`config.mk`:
```
export PLATFORM = sky130hd
export DESIGN_NAME = mw_eeprom_seq
export DESIGN_NICKNAME = d
export VERILOG_FILES = /design/src/rtl/mwseq_pkg.sv /design/src/rtl/mwseq_encode.sv /design/src/rtl/mwseq_tick.sv /design/src/rtl/mwseq_txshift.sv /design/src/rtl/mwseq_rxshift.sv /design/src/rtl/mw_eeprom_seq.sv
export SDC_FILE = /design/constraint.sdc
export NUM_CORES = 1
export LEC_CHECK = 0
export BUFFER_PORTS_ARGS = -buffer_cell sky130_fd_sc_hd__clkbuf_2
export CORE_AREA = 2 2 100 102
export CTS_BUF_LIST = sky130_fd_sc_hd__clkbuf_16
export DETAILED_ROUTE_END_ITERATION = 10
export DIE_AREA = 0 0 102 104
export MAX_ROUTING_LAYER = met4
export PLACE_DENSITY = 0.79
export SETUP_SLACK_MARGIN = 0.02
export SLEW_MARGIN = 25
export SYNTH_ARGS = -nofsm -noshare
export SYNTH_HDL_FRONTEND = slang
export SYNTH_SLANG_ARGS = --single-unit
export TNS_END_PERCENT = 50
```
`constraint.sdc`:
```
create_clock -name clk -period 2.8 [get_ports clk]
set_input_delay 0.42 -clock clk [delete_from_list [all_inputs] [get_ports clk]]
set_output_delay 0.42 -clock clk [all_outputs]
set_load 0.02 [all_outputs]
```
`src/rtl/mwseq_pkg.sv`:
```
package mwseq_pkg;
  // opcode field of the header
  localparam logic [1:0] OPC_EXT   = 2'b00;
  localparam logic [1:0] OPC_WRITE = 2'b01;
  localparam logic [1:0] OPC_READ  = 2'b10;
  localparam logic [1:0] OPC_ERASE = 2'b11;

  // extended operation carried in the top two address bits
  localparam logic [1:0] EXT_WRDIS = 2'b00;
  localparam logic [1:0] EXT_FILL  = 2'b01;
  localparam logic [1:0] EXT_CLEAR = 2'b10;
  localparam logic [1:0] EXT_WREN  = 2'b11;

  // host command kinds
  localparam logic [2:0] KIND_READ  = 3'd0;
  localparam logic [2:0] KIND_WRITE = 3'd1;
  localparam logic [2:0] KIND_ERASE = 3'd2;
  localparam logic [2:0] KIND_WREN  = 3'd3;
  localparam logic [2:0] KIND_WRDIS = 3'd4;
  localparam logic [2:0] KIND_FILL  = 3'd5;
  localparam logic [2:0] KIND_CLEAR = 3'd6;

  typedef enum logic [3:0] {
    ST_IDLE, ST_SETUP, ST_WSET, ST_WHI, ST_WLO,
    ST_RHI, ST_RLO, ST_PDESEL, ST_PWAIT, ST_FIN
  } seq_state_e;
endpackage

```
`src/rtl/mwseq_encode.sv`:
```
module mwseq_encode #(
  parameter int ADDR_W = 7
) (
  input  logic [2:0]        kind,
  input  logic [ADDR_W-1:0] addr,
  output logic [ADDR_W+2:0] hdr
);
  import mwseq_pkg::*;

  logic [1:0]        opc;
  logic [ADDR_W-1:0] abits;

  always_comb begin
    opc   = OPC_EXT;
    abits = '0;
    case (kind)
      KIND_READ:  begin opc = OPC_READ;  abits = addr; end
      KIND_WRITE: begin opc = OPC_WRITE; abits = addr; end
      KIND_ERASE: begin opc = OPC_ERASE; abits = addr; end
      KIND_WREN:  abits[ADDR_W-1 -: 2] = EXT_WREN;
      KIND_FILL:  abits[ADDR_W-1 -: 2] = EXT_FILL;
      KIND_CLEAR: abits[ADDR_W-1 -: 2] = EXT_CLEAR;
      default:    abits[ADDR_W-1 -: 2] = EXT_WRDIS;
    endcase
    hdr = {1'b1, opc, abits};
  end
endmodule

```
`src/rtl/mwseq_tick.sv`:
```
module mwseq_tick #(
  parameter int TU_CYC = 4
) (
  input  logic clk,
  input  logic rst,
  input  logic load,
  output logic last
);
  localparam int CW = (TU_CYC > 1) ? $clog2(TU_CYC) : 1;

  logic [CW-1:0] cnt;

  always_ff @(posedge clk) begin
    if (rst)              cnt <= '0;
    else if (load)        cnt <= CW'(TU_CYC - 1);
    else if (cnt != '0)   cnt <= cnt - 1'b1;
  end

  assign last = (cnt == '0);
endmodule

```
`src/rtl/mwseq_txshift.sv`:
```
module mwseq_txshift #(
  parameter int FRAME_W = 26,
  parameter int FCW     = 5
) (
  input  logic               clk,
  input  logic               rst,
  input  logic               load,
  input  logic               shift,
  input  logic [FRAME_W-1:0] frame,
  input  logic [FCW-1:0]     nbits,
  output logic               msb,
  output logic               empty
);
  logic [FRAME_W-1:0] sr;
  logic [FCW-1:0]     left;

  always_ff @(posedge clk) begin
    if (rst) begin
      sr   <= '0;
      left <= '0;
    end else if (load) begin
      sr   <= frame;
      left <= nbits;
    end else if (shift) begin
      sr   <= {sr[FRAME_W-2:0], 1'b0};
      left <= left - 1'b1;
    end
  end

  assign msb   = sr[FRAME_W-1];
  assign empty = (left == '0);
endmodule

```
`src/rtl/mwseq_rxshift.sv`:
```
module mwseq_rxshift #(
  parameter int DATA_W = 16,
  parameter int CNT_W  = 5
) (
  input  logic              clk,
  input  logic              rst,
  input  logic              load,
  input  logic [CNT_W-1:0]  nbits,
  input  logic              shift,
  input  logic              din,
  output logic [DATA_W-1:0] data,
  output logic              empty,
  output logic              one_left
);
  logic [CNT_W-1:0] left;

  always_ff @(posedge clk) begin
    if (rst) begin
      data <= '0;
      left <= '0;
    end else if (load) begin
      data <= '0;
      left <= nbits;
    end else if (shift) begin
      data <= {data[DATA_W-2:0], din};
      left <= left - 1'b1;
    end
  end

  assign empty    = (left == '0);
  assign one_left = (left == CNT_W'(1));
endmodule

```
`src/rtl/mw_eeprom_seq.sv`:
```
module mw_eeprom_seq #(
  parameter int ADDR_W   = 7,
  parameter int DATA_W   = 16,
  parameter int TU_CYC   = 4,
  parameter int POLL_MAX = 10
) (
  input  logic                        clk,
  input  logic                        rst,
  input  logic                        start,
  input  logic [2:0]                  cmd_kind,
  input  logic [ADDR_W-1:0]           addr,
  input  logic [DATA_W-1:0]           wdata,
  input  logic [$clog2(DATA_W+1)-1:0] wr_len,
  input  logic [$clog2(DATA_W+1)-1:0] rd_len,
  input  logic                        poll_en,
  input  logic                        ee_di,
  output logic                        ee_cs,
  output logic                        ee_sk,
  output logic                        ee_do,
  output logic                        busy,
  output logic                        done,
  output logic [DATA_W-1:0]           rdata,
  output logic                        err
);
  import mwseq_pkg::*;

  localparam int CNT_W   = $clog2(DATA_W + 1);
  localparam int HDR_W   = ADDR_W + 3;
  localparam int FRAME_W = HDR_W + DATA_W;
  localparam int FCW     = $clog2(FRAME_W + 1);
  localparam int PW      = (POLL_MAX > 1) ? $clog2(POLL_MAX) : 1;

  seq_state_e state, nxt;

  logic              last, tick_load, accept;
  logic              tx_shift, tx_msb, tx_empty;
  logic              rx_shift, rx_empty, rx_one_left;
  logic [DATA_W-1:0] rx_data;
  logic [HDR_W-1:0]  hdr;
  logic [CNT_W-1:0]  pad;
  logic [DATA_W-1:0] data_al;
  logic [FRAME_W-1:0] frame;
  logic [FCW-1:0]    nbits;

  logic              cs_q, sk_q, do_q, busy_q, done_q, err_q;
  logic [DATA_W-1:0] rdata_q;
  logic              dummy_q, poll_q, perr_q;
  logic [PW-1:0]     pcnt;
  seq_state_e        after_write, after_read;

  // frame: header followed by the selected data bits, left aligned
  mwseq_encode #(.ADDR_W(ADDR_W)) u_enc (
    .kind (cmd_kind),
    .addr (addr),
    .hdr  (hdr)
  );

  always_comb begin
    pad     = CNT_W'(DATA_W) - wr_len;
    data_al = wdata << pad;
    frame   = {hdr, data_al};
    nbits   = FCW'(HDR_W) + FCW'(wr_len);
  end

  mwseq_tick #(.TU_CYC(TU_CYC)) u_tick (
    .clk  (clk),
    .rst  (rst),
    .load (tick_load),
    .last (last)
  );

  mwseq_txshift #(.FRAME_W(FRAME_W), .FCW(FCW)) u_tx (
    .clk   (clk),
    .rst   (rst),
    .load  (accept),
    .shift (tx_shift),
    .frame (frame),
    .nbits (nbits),
    .msb   (tx_msb),
    .empty (tx_empty)
  );

  mwseq_rxshift #(.DATA_W(DATA_W), .CNT_W(CNT_W)) u_rx (
    .clk      (clk),
    .rst      (rst),
    .load     (accept),
    .nbits    (rd_len),
    .shift    (rx_shift),
    .din      (ee_di),
    .data     (rx_data),
    .empty    (rx_empty),
    .one_left (rx_one_left)
  );

  // next phase after the transfer parts
  always_comb begin
    after_read  = poll_q ? ST_PDESEL : ST_FIN;
    after_write = !rx_empty ? ST_RHI : after_read;
  end

  always_comb begin
    nxt      = state;
    accept   = 1'b0;
    tx_shift = 1'b0;
    rx_shift = 1'b0;
    case (state)
      ST_IDLE:   if (start) begin nxt = ST_SETUP; accept = 1'b1; end
      ST_SETUP:  if (last) nxt = ST_WSET;
      ST_WSET:   if (last) nxt = ST_WHI;
      ST_WHI:    if (last) begin nxt = ST_WLO; tx_shift = 1'b1; end
      ST_WLO:    if (last) nxt = tx_empty ? after_write : ST_WSET;
      ST_RHI:    if (last) nxt = ST_RLO;
      ST_RLO: begin
        if (last) begin
          if (dummy_q) begin
            nxt = ST_RHI;
          end else begin
            rx_shift = 1'b1;
            nxt      = rx_one_left ? after_read : ST_RHI;
          end
        end
      end
      ST_PDESEL: if (last) nxt = ST_PWAIT;
      ST_PWAIT:  if (last && (ee_di || pcnt == PW'(POLL_MAX - 1))) nxt = ST_FIN;
      ST_FIN:    if (last) nxt = ST_IDLE;
      default:   nxt = ST_IDLE;
    endcase
  end

  assign tick_load = accept || ((state != ST_IDLE) && last);

  always_ff @(posedge clk) begin
    if (rst) begin
      state   <= ST_IDLE;
      cs_q    <= 1'b0;
      sk_q    <= 1'b0;
      do_q    <= 1'b0;
      busy_q  <= 1'b0;
      done_q  <= 1'b0;
      err_q   <= 1'b0;
      rdata_q <= '0;
      dummy_q <= 1'b0;
      poll_q  <= 1'b0;
      perr_q  <= 1'b0;
      pcnt    <= '0;
    end else begin
      state  <= nxt;
      cs_q   <= !(nxt inside {ST_IDLE, ST_PDESEL, ST_FIN});
      sk_q   <= (nxt == ST_WHI) || (nxt == ST_RHI);
      busy_q <= (nxt != ST_IDLE);
      done_q <= (state == ST_FIN) && (nxt == ST_IDLE);

      if (nxt == ST_WSET)                               do_q <= tx_msb;
      else if (nxt inside {ST_IDLE, ST_PDESEL, ST_FIN}) do_q <= 1'b0;

      if (accept) begin
        dummy_q <= 1'b1;
        poll_q  <= poll_en;
        perr_q  <= 1'b0;
      end else if (state == ST_RLO && last) begin
        dummy_q <= 1'b0;
      end

      if (state == ST_PDESEL) begin
        pcnt <= '0;
      end else if (state == ST_PWAIT && last) begin
        if (nxt == ST_PWAIT) pcnt <= pcnt + 1'b1;
        else if (!ee_di)     perr_q <= 1'b1;
      end

      if (state == ST_FIN && nxt == ST_IDLE) begin
        rdata_q <= rx_data;
        err_q   <= perr_q;
      end
    end
  end

  assign ee_cs = cs_q;
  assign ee_sk = sk_q;
  assign ee_do = do_q;
  assign busy  = busy_q;
  assign done  = done_q;
  assign rdata = rdata_q;
  assign err   = err_q;
endmodule

```
## Word-level counts from Yosys, hierarchy flattened

Cells that the tools add are included.

- Bits of input ports: 41
- Memories kept: 0
- Output and inout bits: 22
- Memory bits (read-only): 0
- Bits in registers: 87
- Bits in latches: 0
- Logic and storage cells: 117
- Memory bits (writable): 0

- Order comparisons: 0
- Reduce and logical (&&, ||, !) cells: 28
- Add/sub/neg operators: 6
- Bitwise operators: 0
- $mul: 0
- Div/mod/pow operators: 0
- Shift-type cells: 1
- Equality and inequality tests: 22
- Muxes and demuxes: 43

Operators by type and width:

| kind | number |
|---|---|
| $mux 4 | 15 |
| $mux 26 | 2 |
| $pmux 4 s10 | 1 |
| $mux 5 | 5 |
| $eq 4x3->1 const B | 6 |
| $eq 4x4->1 const B | 5 |
| $eq 4x2->1 const B | 4 |
| $mux 1 | 16 |
| $shl 16x5->16 | 1 |
| $reduce_bool 2->1 | 6 |
| $logic_not 5->1 | 2 |
| $sub 5x1->5 const B | 2 |
| $logic_not 4->1 | 2 |
| $pmux 2 s4 | 1 |
| $reduce_bool 4->1 | 2 |
| $eq 3x2->1 const B | 2 |
| $eq 3x3->1 const B | 2 |
| $pmux 2 s3 | 1 |
| $add 4x5->5 const A | 1 |
| $eq 5x1->1 const B | 1 |
| $logic_and 1x1->1 | 5 |
| $sub 5x5->5 const A | 1 |
| $add 4x1->4 const B | 1 |
| $eq 4x1->1 const B | 1 |
| 11 further kinds | 15 |

## Longest topological paths before layout

Gate-level depths: netlist (run 1).

- Depth in word-level cells: 9
- Depth in mapped cells: 11
- Depth with buffers taken out: 8

## By module

A second synthesis (run 1) with hierarchy kept.

- Cell total of the unflattened synthesis: 525
- Area total of the unflattened synthesis: 4903.5 sq um

Modules (own cells, without submodules):

| module | seq. area each (sq um) | area each (sq um) | cells an instance | times used |
|---|---|---|---|---|
| mw_eeprom_seq | 660.6 | 2306.0 | 266 | 1 |
| mwseq_txshift | 620.6 | 1507.7 | 145 | 1 |
| mwseq_rxshift | 420.4 | 895.9 | 88 | 1 |
| mwseq_encode | 0.0 | 97.6 | 16 | 1 |
| mwseq_tick | 40.0 | 96.3 | 10 | 1 |

## Worst setup path before layout (run 1)

OpenSTA, ideal clock, no wires.

- Path type: input to register
- From: in wr_len[0]
- To: reg u_tx.sr[8]
- Data arrival time: 2492 ps
- Data required time: 2714 ps
- Path buffers: 2
- Library setup time: 86 ps
- Setup slack: 222 ps
- Cell stages on the path: 10
- Cell sequence: buf_2 -> buf_2 -> inv_1 -> ha_1 -> nor3b_1 -> xnor2_1 -> or3b_2 -> nor2_1 -> a22oi_1 -> a211oi_1

- Longest elaborated chain between the ends: 3

Ends and longest elaborated chain:

| what | line | RTL |
|---|---|---|
| start, declared | mw_eeprom_seq.sv:13 | `input logic [$clog2(DATA_W+1)-1:0] wr_len,` |
| $sub 5x5->5 | mw_eeprom_seq.sv:59 | `pad = CNT_W'(DATA_W) - wr_len;` |
| $shl 16x5->16 | mw_eeprom_seq.sv:60 | `data_al = wdata << pad;` |
| $mux 26 | mwseq_txshift.sv:21 | `end else if (load) begin` |
| end signal, assigned | mwseq_txshift.sv:22 | `sr <= frame;` |
| end signal, assigned | mwseq_txshift.sv:25 | `sr <= {sr[FRAME_W-2:0], 1'b0};` |
| end, declared | mwseq_txshift.sv:14 | `logic [FRAME_W-1:0] sr;` |

No other way between the ends.
A chain may end at the register's enable or synchronous reset.

## Worst setup path in the final report (run 1)

- From: reg u_tick.cnt[0]
- To: reg do_q, in the netlist ee_do

- Longest elaborated chain between the ends: 7
- Elaborated cells between the ends (all ways): 19
- Classes of those cells: eq/ne (3); mux (11); reduce/logical (5)

Ends and longest elaborated chain:

| what | line | RTL |
|---|---|---|
| start, declared | mwseq_tick.sv:11 | `logic [CW-1:0] cnt;` |
| start signal, assigned | mwseq_tick.sv:15 | `else if (load) cnt <= CW'(TU_CYC - 1);` |
| start signal, assigned | mwseq_tick.sv:16 | `else if (cnt != '0) cnt <= cnt - 1'b1;` |
| $logic_not 2->1 * | mwseq_tick.sv:19 | `assign last = (cnt == '0);` |
| $logic_and 1x1->1 | mw_eeprom_seq.sv:124 | `ST_PWAIT: if (last && (ee_di \|\| pcnt == PW'(POLL_MAX - 1))) nxt = ST_FIN;` |
| $mux 4 | mw_eeprom_seq.sv:124 |  |
| $pmux 4 s10 * | mw_eeprom_seq.sv:106 | `case (state)` |
| $eq 4x3->1, or another cell as far along | mw_eeprom_seq.sv:154 | `else if (nxt inside {ST_IDLE, ST_PDESEL, ST_FIN}) do_q <= 1'b0;` |
| $reduce_bool 3->1 | mw_eeprom_seq.sv:154 |  |
| $reduce_bool 2->1 (no line) | n/a |  |
| end signal, assigned | mw_eeprom_seq.sv:153 | `if (nxt == ST_WSET) do_q <= tx_msb;` |
| end, declared | mw_eeprom_seq.sv:45 | `logic cs_q, sk_q, do_q, busy_q, done_q, err_q;` |

Every way passes the cells marked *; elsewhere a longest branch is shown, timed or not.

==> impl_metrics.env, run 1 <==
export IMPL_chipHeight_um=104
export IMPL_crit_type="flip-flop to flip-flop"
export IMPL_syn_avg_cell_area_um2=8.13
export IMPL_synth_most_common_cell="dfxtp_1"
export IMPL_crit_start="u_tick.cnt[0]"
export IMPL_worstMarginPinSlew_ns=0.883
export IMPL_pwr_share_comb_pct=20.7
export IMPL_post_cts_buffers=0
export IMPL_port_buffers=62
export IMPL_synthDistinctLibCells=59
export IMPL_cts_tree="done"
export IMPL_finalCritPeriodShare_pct=89.4
export IMPL_synthTopCellsByArea="dfxtp_1 (38%), mux2i_1 (7.2%), nand2_1 (6.8%), nor2_1 (5.9%), a21oi_1 (4.1%)"
export IMPL_critPathCaptureType="flip-flop"
export IMPL_antenna_found_initial=0
export IMPL_start_util_pct=48.3
export IMPL_seq_area_frac_synth_pct=37.8
export IMPL_crit_chain="inv_1 -> ha_1 -> inv_1 -> o2bb2a_1 -> o32ai_1 -> or4_1 -> or4b_1 -> o31ai_1"
export IMPL_p_seq_share_pct=43.5
export IMPL_period_minus_slack_ns=2.50
export IMPL_nets=664
export IMPL_setup_tns_ns=0
export IMPL_dp_hpwl_um=7470
export IMPL_p_total_mw=3.25
export IMPL_cp_num_buf_inv=2
export IMPL_setup_viol=0
export IMPL_syn_area_um2=4610
export IMPL_cpMostUsedCell="inv_1"
export IMPL_gr_total_overflow=0
export IMPL_crit_fanout=15
export IMPL_core_area_um2=9550
export IMPL_async_flop_share_pct=0
export IMPL_syn_num_nets=619
export IMPL_stdcell_area_um2=5320
export IMPL_synthFlopType="dfxtp_1"
export IMPL_gp_congestion=0.919
export IMPL_clkPwrFrac_pct=35.8
export IMPL_initialDrtViolationCount=222
export IMPL_fin_skew_ns=0.00653
export IMPL_synthTopCellsByCount="dfxtp_1 (87), nand2_1 (83), nor2_1 (72)"
export IMPL_ctsResizeCount=0
export IMPL_clockBufferDepth=2
export IMPL_cts_hold_fix_buffers=0
export IMPL_switching_share_pct=31.2
export IMPL_via_count=4156
export IMPL_grt_pass1_vias=3973
export IMPL_synthToLayoutAreaGrowth_pct=15.4
export IMPL_status="completed"
export IMPL_cpPeakStageDelay_ns=0.58
export IMPL_ant_nets=0
export IMPL_die_w_um=102
export IMPL_cp_required_ns=3.05
export IMPL_dieArea_um2=10600
export IMPL_io_pins=63
export IMPL_slowest_stage="or4_1"
export IMPL_routed_wl_um=10300
export IMPL_placementRows=36
export IMPL_cts_max_level=3
export IMPL_switchingPower_mw=1.01
export IMPL_cts_root_buf="clkbuf_16"
export IMPL_rr_endpoint="ee_do"
export IMPL_yosys_register_bits=87
export IMPL_drc=0
export IMPL_ys_warnings_count=0
export IMPL_p_leak_nw=2.20
export IMPL_rr_worst_depth=8
export IMPL_cts_buffers_inserted=9
export IMPL_wl_per_cell_um=13.8
export IMPL_placed_cells=734
export IMPL_synth_cells=567
export IMPL_drtPass1Iterations=5
export IMPL_internal_power_mw=2.23
export IMPL_crit_family="simple AND/OR/NAND/NOR gates"
export IMPL_r2r_start="u_tick.cnt[0]"
export IMPL_fin_cells=750
export IMPL_synth_top_cell_area_share_pct=37.8
export IMPL_diodes=0
export IMPL_grt_pass1_wl_um=17800
export IMPL_drv_cap=0
export IMPL_cp_depth=8
export IMPL_dpl_cell_area_um2=5030
export IMPL_clock_latency_ns=0.33
export IMPL_finalMaxSlewViolations=0
export IMPL_grt_max_degree=55
export IMPL_synth_edf_count=0
export IMPL_cp_start_kind="flip-flop"
export IMPL_slew_headroom_pct=40.7
export IMPL_max_freq_mhz=399
export IMPL_drive_above_1_share_pct=17.3
export IMPL_p_per_area_nw_per_um2=610
export IMPL_hold_class="input port to flip-flop"
export IMPL_vias_per_cell=5.54
export IMPL_track_usage_pct=20.8
export IMPL_cts_sinks=87
export IMPL_grt_setup_unrepaired="false"
export IMPL_rrSetupSlack_ns=0.30
export IMPL_synth_largest_area_cell="dfxtp_1"
export IMPL_cp_arrival_ns=2.75
export IMPL_peakVddDrop_v=0.000411
export IMPL_crit_path_end="ee_do"
export IMPL_cts_reportedPaths_clkPinSlew_ns=0.07
export IMPL_finalHoldViolations=0
sequential cells by signal, indices dropped and copies added, names as in the netlist, 2 cells and up:
| name | count |
|---|---|
| pcnt | 4 |
| rdata | 16 |
| state | 4 |
| u_rx.data | 16 |
| u_rx.left | 5 |
| u_tick.cnt | 2 |
| u_tx.left | 5 |
| u_tx.sr | 26 |
layout make-up:
class	instances	area, µm²
clock buffers	9	225
inverters	16	60.1
well taps	133	166
multi-input cells	424	2650
fillers	889	4230
flip-flops and latches	87	1740
repair buffers	74	413
clock inverters	7	67.6
stage by stage:
| stage | setup WS [ns] | util, % | hold slack [ns] |
|---|---|---|---|
| after floorplan | 0.222 | - | 0.436 |
| after global placement | 0.417 | 52.7 | 0.449 |
| after detailed placement | 0.259 | 52.7 | 0.453 |
| after CTS | 0.316 | 55.7 | 0.295 |
| after global routing | 0.0975 | 55.7 | 0.311 |
| final | 0.297 | 55.7 | 0.305 |
worst min path at each step:
stage               slack, ns  cells past startpoint             to          start
floorplan                0.44                      2  u_rx.data[15]  u_rx.data[15]
detailed placement       0.45                      2  u_rx.data[15]  u_rx.data[15]
CTS                      0.30                      3         poll_q        poll_en
finish                   0.30                      3         poll_q        poll_en
global route             0.31                      3         poll_q        poll_en
global placement         0.45                      2  u_rx.data[15]  u_rx.data[15]
tightest hold or removal path, cell delays in order:
cell and delay, ns:
clkbuf_2 0.08, nand2_1 0.04, a21oi_1 0.05
routing by layer:
layer  track usage (%)  share of wire (%)  routed length, µm
met5                 -                  0                  0
met3              3.76                3.7                378
met1              24.1                 43               4440
met4              6.95                1.9                193
met2              35.9                 52               5320
power by group through the flow:
stage	Sequential, mW	Combinational [mW]	Clock, mW
2_1_floorplan	1.42	0.502	0
5_1_grt	1.42	0.758	1.23
4_1_cts	1.41	0.671	1.19
3_5_place_dp	1.44	0.665	0
6_report	1.41	0.672	1.16
3_3_place_gp	1.43	0.647	0
cells by family after synthesis:
kind of cell               share of synthesized area, %
and+or+nand+nor                                    24.1
xor gates and xnor gates                           3.23
DFF                                                37.8
muxes                                              9.60
adders and majority gates                          2.98
AOI/OAI and AO/OA                                  17.4
buffers and inverters                              4.94
placed cells by master, fill, tap and decap left out, types with 14 or more instances in the layout:
cell type	synthesis	final
dfxtp_1	87	87
nand2_1	83	83
nor2_1	72	72
clkbuf_2	0	62
a21oi_1	38	38
mux2i_1	33	33
o21ai_0	25	25
a211oi_1	23	23
inv_1	16	16
nand3_1	16	16
xnor2_1	14	14
Power figures use the tool's default switching activity.
==> inputs of run 2 (changes only) <==
Settings changed: BUFFER_PORTS_ARGS -buffer_cell sky130_fd_sc_hd__clkbuf_2 to not set, CORE_AREA 2 2 100 102 to 2 2 105 107, DIE_AREA 0 0 102 104 to 0 0 107 109, DONT_BUFFER_PORTS set to 1, PLACE_DENSITY 0.79 to 0.68.
==> run 2 against run 1 <==
Largest power group unchanged. Sequential cell count did not move. Clock skew is 0.0042 ns higher. Register-to-register slack about the same. Via count decreased by 6.9%. Power fell by 2.0%. Setup slack got worse by 0.0071 ns. Largest cell class unchanged. Global-route usage is 1.9 points lower. Non-clock buffer count down 64.
==> impl_metrics.env, run 2 (synthesis results as in run 1) <==
export IMPL_gp_congestion=0.869
export IMPL_cp_start_kind="flip-flop"
export IMPL_final_cell_mix="dfxtp_1 (87), nand2_1 (83), nor2_1 (72)"
export IMPL_setup_tns_ns=0
export IMPL_core_area_um2=10600
export IMPL_final_common_cell="dfxtp_1"
export IMPL_antenna_found_initial=0
export IMPL_stdcell_area_um2=5000
export IMPL_dp_hpwl_um=7330
export IMPL_cts_reportedPaths_clkPinSlew_ns=0.07
export IMPL_hold_path_startpoint="rst"
export IMPL_dieArea_um2=11700
export IMPL_crit_start="u_tick.cnt[0]"
export IMPL_grt_pass1_vias=3883
export IMPL_routed_wl_um=10300
export IMPL_via_count=3868
export IMPL_cp_arrival_ns=2.76
export IMPL_max_freq_mhz=398
export IMPL_top_register="u_tx.sr"
export IMPL_largest_reg_flops=26
export IMPL_io_pins=63
export IMPL_cp_required_ns=3.05
export IMPL_crit_fanout=15
export IMPL_ant_nets=0
export IMPL_gr_total_overflow=0
export IMPL_placementRows=38
export IMPL_vias_per_cell=5.58
export IMPL_setup_viol=0
export IMPL_crit_type="flip-flop to flip-flop"
export IMPL_grt_pass1_wl_um=17400
export IMPL_switchingPower_uw=982
export IMPL_drtPass1Iterations=5
export IMPL_cp_num_buf_inv=2
export IMPL_diodes=0
export IMPL_cts_sinks=87
export IMPL_drive_above_1_share_pct=7.96
export IMPL_p_seq_share_pct=44.7
export IMPL_initialDrtViolationCount=232
export IMPL_r2r_start="u_tick.cnt[0]"
export IMPL_fin_util_pct=47.2
export IMPL_crit_family="simple AND/OR/NAND/NOR gates"
export IMPL_fin_skew_ns=0.0107
export IMPL_drv_cap=0
export IMPL_period_minus_slack_ns=2.51
export IMPL_rr_endpoint="ee_do"
export IMPL_start_util_pct=43.5
export IMPL_die_w_um=107
export IMPL_track_usage_pct=19.0
export IMPL_wl_per_cell_um=14.9
export IMPL_critPathCaptureType="flip-flop"
export IMPL_status="completed"
export IMPL_finalMaxSlewViolations=0
export IMPL_crit_path_end="ee_do"
export IMPL_cts_root_buf="clkbuf_16"
export IMPL_drc=0
export IMPL_cts_tree="done"
export IMPL_cpMostUsedCell="inv_1"
export IMPL_cpPeakStageDelay_ns=0.56
export IMPL_synthToLayoutAreaGrowth_pct=8.49
export IMPL_rr_worst_depth=8
export IMPL_crit_chain="inv_1 -> ha_1 -> inv_1 -> o2bb2a_1 -> o32ai_2 -> or4_1 -> or4b_1 -> o31ai_1"
export IMPL_clock_latency_ns=0.34
export IMPL_hold_class="input port to flip-flop"
export IMPL_chipHeight_um=109
export IMPL_post_cts_buffers=0
export IMPL_finalCritPeriodShare_pct=89.7
export IMPL_cts_buffers_inserted=9
export IMPL_grt_setup_unrepaired="false"
export IMPL_rrSetupSlack_ns=0.29
export IMPL_p_per_area_nw_per_um2=636
export IMPL_pwr_share_comb_pct=18.6
export IMPL_slowest_stage="or4_1"
export IMPL_nets=600
export IMPL_cts_max_level=3
export IMPL_clkPwrFrac_pct=36.7
export IMPL_dpl_cell_area_um2=4700
export IMPL_cp_depth=8
export IMPL_p_leak_nw=1.92
export IMPL_clockBufferDepth=2
export IMPL_peakVddDrop_v=0.000418
export IMPL_internal_power_mw=2.20
export IMPL_finalHoldViolations=0
export IMPL_worstMarginPinSlew_ns=0.707
export IMPL_port_buffers=0
export IMPL_switching_share_pct=30.9
export IMPL_cts_hold_fix_buffers=0
export IMPL_slew_headroom_pct=52.9
export IMPL_grt_max_degree=68
[run 2: cell types whose count changed in the layout (fill, tap and decap cells not counted), sizes merged]
cell / delta
clkbuf: -62
buf: -2
clkinv: +2
inv: -2
[run 2: how the worst min path moves through the flow]
stage               endpoint  slack, ns  cells past startpoint
2_1_floorplan  u_rx.data[15]       0.44                      2
3_3_place_gp   u_rx.data[15]       0.45                      2
3_5_place_dp   u_rx.data[15]       0.45                      2
4_1_cts            rdata[10]       0.13                      1
5_1_grt             rdata[9]       0.13                      1
6_report           rdata[10]       0.14                      1
[run 2: timing repair]
item | 4_1_cts | 5_1_grt
resized for setup | 0 | 1
setup endpoints to repair | 0 | 1
hold endpoints to repair | 0 | 0
[run 2: routing by layer]
| layer | GRT usage (%) | routed length (µm) | share of wire, % | vias up |
|---|---|---|---|---|
| met5 | - | 0 | 0 | - |
| met4 | 6.31 | 106 | 1.0 | 0 |
| met3 | 4.54 | 421 | 4.1 | 13 |
| met2 | 32.3 | 5200 | 50 | 71 |
| met1 | 22.1 | 4600 | 45 | 1825 |
| li1 | - | - | - | 1959 |
[run 2: worst reg2reg max path, cell delays in order, from the launching register on]
cell and delay (ns):
dfxtp_1 0.36, inv_1 0.05, ha_1 0.38, inv_1 0.21
o2bb2a_1 0.17, o32ai_2 0.13, or4_1 0.56, or4b_1 0.49
o31ai_1 0.07
[run 2: area by class of cell]
class                           count  area [µm²]
Fill cell                        1018        5600
Multi-Input combinational cell    424        2660
Sequential cell                    87        1740
Clock buffer                        9         225
Tap cell                          140         175
Timing Repair Buffer               10        75.1
Clock inverter                      7        70.1
Inverter                           16        60.1
[run 2: through the flow]
step | instances | power (mW) | setup WS, ns | hold WS [ns]
3_5_place_dp | 677 | 2.04 | 0.309 | 0.452
5_1_grt | 693 | 3.36 | 0.130 | 0.132
2_1_floorplan | 567 | 1.92 | 0.222 | 0.436
6_report | 693 | 3.18 | 0.290 | 0.145
4_1_cts | 693 | 3.22 | 0.277 | 0.134
3_3_place_gp | 677 | 2.01 | 0.417 | 0.447
[run 2: power groups by stage]
stage / Clock [mW] / Sequential [mW] / Combinational (mW)
6_report: 1.17 / 1.42 / 0.591
5_1_grt: 1.25 / 1.44 / 0.671
4_1_cts: 1.20 / 1.42 / 0.590
3_5_place_dp: 0 / 1.45 / 0.587
3_3_place_gp: 0 / 1.45 / 0.569
2_1_floorplan: 0 / 1.42 / 0.502
==> inputs of run 3 (changes only) <==
==> constraint.sdc (replaced) <==
create_clock -name clk -period 2.8 [get_ports clk]
set_input_delay 0.28 -clock clk [delete_from_list [all_inputs] [get_ports clk]]
set_output_delay 0.28 -clock clk [all_outputs]
set_load 0.02 [all_outputs]
==> run 3 against run 2 <==
Clock skew barely moved. Largest cell class unchanged. Maximum frequency rose by 2.1%. Sequential share of layout area fell by 0.16 points. Via count rose by 0.93%. Critical path type unchanged.
==> impl_metrics.env, run 3 (synthesis results as in run 1) <==
export IMPL_routed_wl_um=10500
export IMPL_initialDrtViolationCount=263
export IMPL_clock_latency_ns=0.34
export IMPL_top_register="u_tx.sr"
export IMPL_vias_per_cell=5.62
export IMPL_cts_reportedPaths_clkPinSlew_ns=0.07
export IMPL_cts_sinks=87
export IMPL_via_count=3904
export IMPL_port_buffers=0
export IMPL_wl_per_cell_um=15.2
export IMPL_finalHoldViolations=0
export IMPL_p_per_area_nw_per_um2=641
export IMPL_cp_required_ns=3.05
export IMPL_num_fill_cells=1038
export IMPL_track_usage_pct=19.2
export IMPL_pwr_share_comb_pct=18.5
export IMPL_core_area_um2=10600
export IMPL_grt_pass1_wl_um=17600
export IMPL_drtPass1Iterations=5
export IMPL_crit_start="state[1]"
export IMPL_r2r_start="state[1]"
export IMPL_final_common_cell="dfxtp_1"
export IMPL_worst_slack_ns=0.341
export IMPL_dieArea_um2=11700
export IMPL_cts_buffers_inserted=9
export IMPL_drive_above_1_share_pct=7.93
export IMPL_internal_power_mw=2.21
export IMPL_ant_nets=0
export IMPL_gr_total_overflow=0
export IMPL_diodes=0
export IMPL_crit_type="flip-flop to flip-flop"
export IMPL_cts_tree="done"
export IMPL_grt_pass1_vias=3734
export IMPL_hold_class="input port to flip-flop"
export IMPL_p_seq_share_pct=44.1
export IMPL_setup_viol=0
export IMPL_grt_max_degree=62
export IMPL_worstMarginPinSlew_ns=0.761
export IMPL_grt_setup_unrepaired="false"
export IMPL_cts_root_buf="clkbuf_16"
export IMPL_placementRows=38
export IMPL_synthToLayoutAreaGrowth_pct=8.98
export IMPL_chipHeight_um=109
export IMPL_clkPwrFrac_pct=37.4
export IMPL_pre_cts_ws_ns=0.297
export IMPL_setup_tns_ns=0
export IMPL_cp_start_kind="flip-flop"
export IMPL_critPathCaptureType="flip-flop"
export IMPL_gp_congestion=0.852
export IMPL_drv_cap=0
export IMPL_peakVddDrop_v=0.000348
export IMPL_status="completed"
export IMPL_die_w_um=107
export IMPL_p_leak_nw=1.93
export IMPL_finalCritPeriodShare_pct=87.8
export IMPL_max_freq_mhz=407
export IMPL_regArea_um2=1740
export IMPL_dp_hpwl_um=7170
export IMPL_crit_fanout=14
export IMPL_finalMaxSlewViolations=0
export IMPL_cp_arrival_ns=2.71
export IMPL_hold_path_startpoint="rst"
export IMPL_switching_share_pct=31.4
export IMPL_period_minus_slack_ns=2.46
export IMPL_slew_headroom_pct=48.9
export IMPL_switchingPower_mw=1.01
export IMPL_multi_input_area_um2=2660
export IMPL_fin_util_pct=47.4
export IMPL_io_pins=63
export IMPL_start_util_pct=43.5
export IMPL_antenna_found_initial=0
export IMPL_largest_reg_flops=26
export IMPL_clockBufferDepth=2
export IMPL_final_cell_mix="dfxtp_1 (87), nand2_1 (83), nor2_1 (72)"
export IMPL_drc=0
export IMPL_nets=602
export IMPL_cts_max_level=3
export IMPL_fin_skew_ns=0.0105
-- run 3: area by class of cell --
| type | count | area share (%) |
|---|---|---|
| clock buffer | 9 | 4.48 |
| clock inverter | 7 | 1.44 |
| inverter | 16 | 1.19 |
| multi-input combinational | 424 | 52.9 |
| sequential | 87 | 34.7 |
| tap | 140 | 3.49 |
| timing repair buffer | 12 | 1.89 |
-- run 3: metal layers --
layer  track usage, %  share of wire, %
met1             23.1                45
met2             32.2                49
met3             4.30               4.3
met4             5.94               1.5
met5                -                 0
-- run 3: what timing repair did --
item / 4_1_cts / 5_1_grt
endpoints found under the hold margin: 7 / 4
resized for setup: 0 / 1
endpoints found under the setup margin: 0 / 1
hold buffers: 1 / 1
setup buffers: 0 / 0
-- run 3: path summary, 6_finish.rpt --
| path | to | slack, ns | cells after the start |
|---|---|---|---|
| worst max-delay path | ee_do | 0.34 | 6 |
| worst min-delay path | state[0] | 0.01 | 1 |
| worst max register to register | ee_do | 0.34 | 6 |
| worst min register to register | u_rx.data[15] | 0.46 | 2 |
-- run 3: worst max-delay path: stages, from the launching register on --
cell	delay, ns
dfxtp_1	0.66
nor2_1	0.21
o2bb2a_1	0.29
o32ai_2	0.13
or4_1	0.54
or4b_1	0.48
o31ai_1	0.07
-- run 3: per-stage QoR --
step	total power [mW]	hold slack (ns)	instances	instance area (µm²)
2_1_floorplan	1.92	0.416	567	4610
3_3_place_gp	2.01	0.358	677	4700
3_5_place_dp	2.03	0.360	677	4700
4_1_cts	3.23	0.000585	694	5010
5_1_grt	3.40	0.000356	695	5030
6_report	3.22	0.0136	695	5030
-- run 3: power groups by stage --
| stage | clock network (mW) | logic, mW | registers, mW |
|---|---|---|---|
| after floorplan | 0 | 0.502 | 1.42 |
| after global placement | 0 | 0.573 | 1.44 |
| after detailed placement | 0 | 0.583 | 1.45 |
| after CTS | 1.23 | 0.590 | 1.42 |
| after global routing | 1.29 | 0.680 | 1.43 |
| final | 1.20 | 0.597 | 1.42 |
